===== src/rtl/path_bip_pkg.sv =====
package path_bip_pkg;
  typedef enum logic [1:0] {
    SRC_HOST = 2'd0,
    SRC_BUS  = 2'd1,
    SRC_OVH  = 2'd2,
    SRC_CALC = 2'd3
  } b3_src_e;
endpackage


===== src/rtl/bip_accum.sv =====
module bip_accum #(
  parameter int W = 8
) (
  input  logic         clk_i,
  input  logic         rst_ni,
  input  logic [W-1:0] data_i,
  input  logic         pay_en_i,
  input  logic         frame_i,
  output logic [W-1:0] par_o
);
  logic         run_q;
  logic [W-1:0] acc_q, par_q;

  // run_q blocks a partial first frame from being latched
  always_ff @(posedge clk_i or negedge rst_ni) begin
    if (!rst_ni)      run_q <= 1'b0;
    else if (frame_i) run_q <= 1'b1;
  end

  for (genvar b = 0; b < W; b++) begin : g_lane
    always_ff @(posedge clk_i or negedge rst_ni) begin
      if (!rst_ni) begin
        acc_q[b] <= 1'b0;
        par_q[b] <= 1'b0;
      end else if (frame_i) begin
        par_q[b] <= acc_q[b];
        acc_q[b] <= pay_en_i & data_i[b];
      end else if (run_q && pay_en_i) begin
        acc_q[b] <= acc_q[b] ^ data_i[b];
      end
    end
  end

  assign par_o = par_q;
endmodule


===== src/rtl/bip_src_mux.sv =====
module bip_src_mux
  import path_bip_pkg::*;
#(
  parameter int W = 8
) (
  input  b3_src_e      src_i,
  input  logic [W-1:0] host_i,
  input  logic [W-1:0] bus_i,
  input  logic [W-1:0] ovh_i,
  input  logic [W-1:0] calc_i,
  output logic [W-1:0] sel_o
);
  always_comb begin
    unique case (src_i)
      SRC_HOST: sel_o = host_i;
      SRC_BUS:  sel_o = bus_i;
      SRC_OVH:  sel_o = ovh_i;
      default:  sel_o = calc_i;
    endcase
  end
endmodule


===== src/rtl/bip_inject.sv =====
module bip_inject #(
  parameter int W = 8
) (
  input  logic         clk_i,
  input  logic         rst_ni,
  input  logic         slot_i,
  input  logic [W-1:0] sel_i,
  input  logic         once_i,
  input  logic         hold_i,
  output logic [W-1:0] b3_o,
  output logic         vld_o
);
  logic         pend_q;
  logic [W-1:0] mask;
  logic [W-1:0] b3_q;
  logic         vld_q;

  // a request seen in a slot cycle is kept for the following slot
  always_ff @(posedge clk_i or negedge rst_ni) begin
    if (!rst_ni)     pend_q <= 1'b0;
    else if (slot_i) pend_q <= once_i;
    else if (once_i) pend_q <= 1'b1;
  end

  assign mask = (pend_q || hold_i) ? {W{1'b1}} : {W{1'b0}};

  always_ff @(posedge clk_i or negedge rst_ni) begin
    if (!rst_ni) begin
      b3_q  <= '0;
      vld_q <= 1'b0;
    end else begin
      vld_q <= slot_i;
      if (slot_i) b3_q <= sel_i ^ mask;
    end
  end

  assign b3_o  = b3_q;
  assign vld_o = vld_q;
endmodule


===== src/rtl/path_bip_gen.sv =====
module path_bip_gen
  import path_bip_pkg::*;
#(
  parameter int W = 8
) (
  input  logic         clk_i,
  input  logic         rst_ni,
  input  logic [W-1:0] data_i,
  input  logic         pay_en_i,
  input  logic         slot_i,
  input  logic         frame_i,
  input  logic [1:0]   src_sel_i,
  input  logic [W-1:0] host_b3_i,
  input  logic [W-1:0] ovh_b3_i,
  input  logic         inv_once_i,
  input  logic         inv_hold_i,
  output logic [W-1:0] b3_o,
  output logic         b3_vld_o
);
  logic [W-1:0] calc_par;
  logic [W-1:0] sel_byte;
  b3_src_e      src;

  assign src = b3_src_e'(src_sel_i);

  bip_accum #(.W(W)) u_accum (
    .clk_i    (clk_i),
    .rst_ni   (rst_ni),
    .data_i   (data_i),
    .pay_en_i (pay_en_i),
    .frame_i  (frame_i),
    .par_o    (calc_par)
  );

  bip_src_mux #(.W(W)) u_mux (
    .src_i  (src),
    .host_i (host_b3_i),
    .bus_i  (data_i),
    .ovh_i  (ovh_b3_i),
    .calc_i (calc_par),
    .sel_o  (sel_byte)
  );

  bip_inject #(.W(W)) u_inject (
    .clk_i  (clk_i),
    .rst_ni (rst_ni),
    .slot_i (slot_i),
    .sel_i  (sel_byte),
    .once_i (inv_once_i),
    .hold_i (inv_hold_i),
    .b3_o   (b3_o),
    .vld_o  (b3_vld_o)
  );
endmodule


===== config.mk =====
export PLATFORM = sky130hd
export DESIGN_NAME = path_bip_gen
export DESIGN_NICKNAME = d
export VERILOG_FILES = /design/src/rtl/path_bip_pkg.sv /design/src/rtl/bip_accum.sv /design/src/rtl/bip_src_mux.sv /design/src/rtl/bip_inject.sv /design/src/rtl/path_bip_gen.sv
export SDC_FILE = /design/constraint.sdc
export NUM_CORES = 1
export LEC_CHECK = 0
export BUFFER_PORTS_ARGS = -buffer_cell sky130_fd_sc_hd__buf_4
export CORE_MARGIN = 10
export CORE_UTILIZATION = 49
export CTS_BUF_LIST = sky130_fd_sc_hd__clkbuf_4
export DETAILED_ROUTE_END_ITERATION = 10
export GPL_ROUTABILITY_DRIVEN = 1
export GPL_TIMING_DRIVEN = 0
export PLACE_DENSITY_LB_ADDON = 0.08
export SLEW_MARGIN = 5
export SYNTH_ARGS = -nofsm -noshare
export SYNTH_HDL_FRONTEND = slang
export SYNTH_HIERARCHICAL = 1
export SYNTH_SLANG_ARGS = --single-unit

===== constraint.sdc =====
create_clock -name clk_i -period 1.8 [get_ports clk_i]
set_clock_uncertainty 0.1 [all_clocks]
set_input_delay 0 -clock clk_i [delete_from_list [all_inputs] [get_ports clk_i]]
set_output_delay 0 -clock clk_i [all_outputs]
set_load 0.02 [all_outputs]

After elaboration in Yosys (flattened, before gate mapping)
Cells that the tools add are included.
Widths: inputs -> output; s select.
{"block": "classes", "n_eq_ne": 2, "muxes": 20, "bitwise_logic": 17, "reduce_logical": 5}
{"cell": "$pmux 8 s3", "n": 1}
{"cell": "$mux 1", "n": 18}
{"cell": "$and 1x1->1", "n": 8}
{"cell": "$mux 8", "n": 1}
{"cell": "$xor 1x1->1", "n": 8}
{"cell": "$xor 8x8->8", "n": 1}
{"cell": "$reduce_bool 2->1", "n": 2}
{"cell": "$eq 2x1->1 const B", "n": 1}
{"cell": "$eq 2x2->1 const B", "n": 1}
{"cell": "$logic_not 2->1", "n": 1}
{"cell": "$logic_and 1x1->1", "n": 1}
{"cell": "$logic_or 1x1->1", "n": 1}
{"block": "totals", "register_bits": 27, "input_bits": 33}

Longest topological paths before layout
{"block": "logic_depth", "depth_word": 3, "mapped_depth": 5, "ltp_nobuf": 3}

Cells and area by module
Netlist, hierarchy kept.
{"mod": "bip_accum", "instances": 1, "cells_each": 65, "area_each_um2": 805.8, "seq_area_each_um2": 425.4}
{"mod": "bip_inject", "instances": 1, "cells_each": 48, "area_each_um2": 519.2, "seq_area_each_um2": 250.2}
{"mod": "bip_src_mux", "instances": 1, "cells_each": 10, "area_each_um2": 196.4, "seq_area_each_um2": 0.0}

Worst setup path after synthesis
No wires, ideal clock.
{"block": "synth_path", "path_kind": "flip-flop to flip-flop", "from": "register u_accum.par_q[2] (netlist: u_accum/par_o[2])", "to": "register u_inject.b3_q[2] (netlist: u_inject/b3_o[2])", "t_arrival_ns": 1.071, "required_time_ns": 1.576, "slack_ns": 0.505, "path_stages_with_launch": 4, "path_buffers": 0, "cell_sequence": "dfrtp_1 > mux4_2 > nor3_1 > o31ai_2"}
{"block": "synth_between", "elab_chain_len": 2}
{"item": "start, declared", "line": "bip_accum.sv:12", "text": "logic [W-1:0] acc_q, par_q;"}
{"item": "start signal, assigned by index", "line": "bip_accum.sv:26", "text": "par_q[b] <= acc_q[b];"}
{"item": "$pmux 8 s3", "line": "bip_src_mux.sv:14", "text": "unique case (src_i)"}
{"item": "via sel_byte[2]", "line": "path_bip_gen.sv:21", "text": "logic [W-1:0] sel_byte;"}
{"item": "$xor 8x8->8", "line": "bip_inject.sv:33", "text": "if (slot_i) b3_q <= sel_i ^ mask;"}
{"item": "end signal, assigned", "line": "bip_inject.sv:33"}
{"item": "end, declared", "line": "bip_inject.sv:15", "text": "logic [W-1:0] b3_q;"}
The timed path passes the listed nets, and every way through them passes these cells.
A chain may end at the register's enable or synchronous reset.

Worst setup path in the final report
{"block": "layout_path", "from": "register u_accum.run_q", "to": "register u_accum.acc_q[3]"}
{"block": "layout_between", "elab_chain_len": 2}
{"item": "start, declared", "line": "bip_accum.sv:11", "text": "logic run_q;"}
{"item": "start signal, assigned", "line": "bip_accum.sv:16", "text": "if (!rst_ni) run_q <= 1'b0;"}
{"item": "start signal, assigned", "line": "bip_accum.sv:17", "text": "else if (frame_i) run_q <= 1'b1;"}
{"item": "$logic_and 1x1->1", "line": "bip_accum.sv:28", "text": "end else if (run_q && pay_en_i) begin"}
{"item": "$reduce_bool 2->1 (no line)"}
{"item": "end signal, assigned by index", "line": "bip_accum.sv:27", "text": "acc_q[b] <= pay_en_i & data_i[b];"}
{"item": "end signal, assigned by index", "line": "bip_accum.sv:29", "text": "acc_q[b] <= acc_q[b] ^ data_i[b];"}
{"item": "end, declared", "line": "bip_accum.sv:12"}
No other way between the ends.

==> metrics.txt <==
htree depth 1; Crit-path slowest cell dlygate4sd3_1; number of routed nets with antenna violations 0; most common cell after layout, fill and taps aside buf_4; first-pass GRT wire length 6340 um; CTS tree yes; TritonCTS Buffers 3; post-synthesis register bit count 27; share of cells above drive strength 1 41.2%; largest net degree at the start of global routing 28; Reg power frac 50.8%; Iter 0 DRT Violations 65; Worst R2R Start u_accum/run_q$_DFFE_PN0P_; clock slew at reported path FFs 0.15 ns; PD cells 694 nW/um^2; DRC viols 0; Fmax 0.576 GHz; smallest hold slack 0.00383 ns; actual slew at the worst max-slew pin 0.343 ns; root cell of the clock tree clkbuf_4; Syn Std Cell Area 1520 um^2; NetSw 0.407 mW; Comb pwr share 29.6%; Hold-fix buffers, CTS 19; mean post-synth cell area 12.4 um^2; peak supply drop 0.450 mV; initial antenna violation count 0; Clock power frac 19.6%; Tcrit/Tclk final 96.4%; Post-Syn Instances 123; Port Buffer Count 36; std cell rows 20; Crit Path Max Fanout 10; Setup Buffers After CTS 0; IO Pins 42; CP required 1.91 ns; Final Non-Filler Cells 215; Setup crit end u_accum/acc_q[3]$_DFFE_PN0P_; via count 1219; Resize count post-CTS 0; drt wl/cell 17.9 um; routed vias/inst 5.67; post-synth cell types 23; worst path cell trace buf_6 -> buf_6 -> o21ai_0 -> a21oi_1 -> dlygate4sd3_1; cell mode on critical path buf_6; Die X 75.7 um; Yosys Warn Count 6; setup slack, reg-to-reg 0.06 ns; final WL 3860 um; all-layer global routing usage 14.0%; Initial DRT Pass Iterations 4; CP endpoint kind register; nets@finish 216; Die H 75.7 um; CTS Buffer Depth 2; Crit path largest cell delay 0.57 ns; Core Box Area 3000 um^2; sequential share of the synthesized area 44.4%; Worst Setup Path Type reg -> reg; Max Cap Violations 0; outcome completed; post-route minimum period 1.74 ns; Internal Power 1.02 mW; endpoints failing setup 0; CP startpoint kind register; LEAKAGE 0.890 nW; die footprint 5730 um^2; Worst R2R End u_accum/acc_q[3]$_DFFE_PN0P_; ant diodes 0; Layout area overhead 35.0%; worst setup path startpoint u_accum/run_q$_DFFE_PN0P_; number of failing hold endpoints at the final stage 0; Worst Hold Class in -> async; clock sinks 27; Final Wtd Congestion 0.779; vias in the first global route 1347; clk_lat worst skew 0.32 ns; Starting Density 50.7%; switching fraction of total power 28.6%; Final Slew Violations 0; Placed Instances 192; most frequent cells in the layout buf_4 (36), dfrtp_1 (27), dlygate4sd3_1 (19); HPWL after DPL 2730 um; Remaining Overflow, GRT 0; RSZ-0062 raised after global routing no; Syn Nets 156; Worst EP arrival 1.84 ns; R2R depth 5; Rel. slew slack 77.1%; setup_tns 0 ns
-- worst min-delay path by stage --
stage | from | to | depth (start not counted)
after detailed placement | rst_ni | u_inject/b3_o[0]$_DFFE_PN0P_ | 1
after CTS | rst_ni | u_inject/b3_o[0]$_DFFE_PN0P_ | 2
after floorplan | rst_ni | u_accum/acc_q[0]$_DFFE_PN0P_ | 0
after global placement | rst_ni | u_inject/vld_o$_DFF_PN0_ | 1
final | rst_ni | u_inject/vld_o$_DFF_PN0_ | 2
after global routing | rst_ni | u_accum/run_q$_DFFE_PN0P_ | 2
-- power by group through the flow --
| stage | combinational, mW | clock, mW | sequential (mW) |
|---|---|---|---|
| after CTS | 0.422 | 0.287 | 0.723 |
| after detailed placement | 0.379 | 0 | 0.735 |
| after floorplan | 0.198 | 0 | 0.762 |
| final | 0.421 | 0.279 | 0.723 |
| after global placement | 0.372 | 0 | 0.730 |
| after global routing | 0.459 | 0.313 | 0.736 |
-- flip-flops by register name (all words and copies together) (netlist names) --
signal           cells
u_inject/vld_o       1
u_inject/pend_q      1
u_inject/b3_o        8
u_accum/acc_q        8
u_accum/par_o        8
u_accum/run_q        1
-- synthesized netlist by cell type --
| master | n | share of area, % |
|---|---|---|
| dfrtp_1 | 27 | 44 |
| buf_6 | 8 | 5.9 |
| mux2_2 | 8 | 5.9 |
| mux4_2 | 8 | 12 |
| nand2b_1 | 8 | 3.3 |
| nand4_1 | 8 | 3.3 |
| nor3_1 | 8 | 2.6 |
| o21a_1 | 8 | 3.9 |
| a21oi_1 | 7 | 2.3 |
| o31ai_1 | 7 | 3.5 |
| a22oi_1 | 6 | 3.0 |
| o21ai_0 | 5 | 1.6 |
| o21ai_1 | 3 | 0.99 |
| a22oi_2 | 2 | 1.6 |
| buf_8 | 2 | 2.0 |
| a21o_1 | 1 | 0.49 |
| a21oi_2 | 1 | 0.58 |
| buf_2 | 1 | 0.33 |
| clkbuf_2 | 1 | 0.33 |
| inv_2 | 1 | 0.25 |
| inv_6 | 1 | 0.58 |
| o31ai_2 | 1 | 0.82 |
| or2_2 | 1 | 0.41 |
-- layer usage --
metal / global-route usage (%) / vias to the layer above / wire length, um / part of all wire, %
met5: 0 / - / 0 / 0
met4: 3.09 / 0 / 15 / 0.39
met3: 3.13 / 2 / 243 / 6.3
met2: 24.6 / 27 / 1990 / 52
met1: 17.1 / 604 / 1610 / 42
li1: - / 586 / - / -
-- stage by stage --
step           total power [mW]  cell area (um^2)  util [%]  setup slack [ns]
2_1_floorplan             0.960              1520         -             0.505
5_1_grt                    1.51              2050      68.4            0.0177
4_1_cts                    1.43              2050      68.4             0.110
3_3_place_gp               1.10              1830      61.0             0.436
6_report                   1.42              2050      68.4            0.0649
3_5_place_dp               1.11              1830      61.0             0.414
-- cells by family after synthesis --
kind of cell	synth area share, %
buffers and inverters	9.37
AO/OA/AOI/OAI	18.8
flip-flops	44.4
multiplexers	17.8
AND/OR/NAND/NOR	9.62
-- worst max-delay path, delay by kind of cell (launching register included) --
family	cells	cell delay, ns
flip-flops	1	0.40
buffers and inverters	3	0.85
AO/OA/AOI/OAI	2	0.28
-- cell type report --
type | count | area (um^2)
well taps | 33 | 41.3
flip-flops and latches | 27 | 676
fillers | 230 | 950
repair buffers | 55 | 460
inverters | 2 | 12.5
multi-input cells | 82 | 703
plain buffers | 12 | 130
clock buffers | 4 | 30.0
Note: power is estimated with default switching activity, not from simulation.
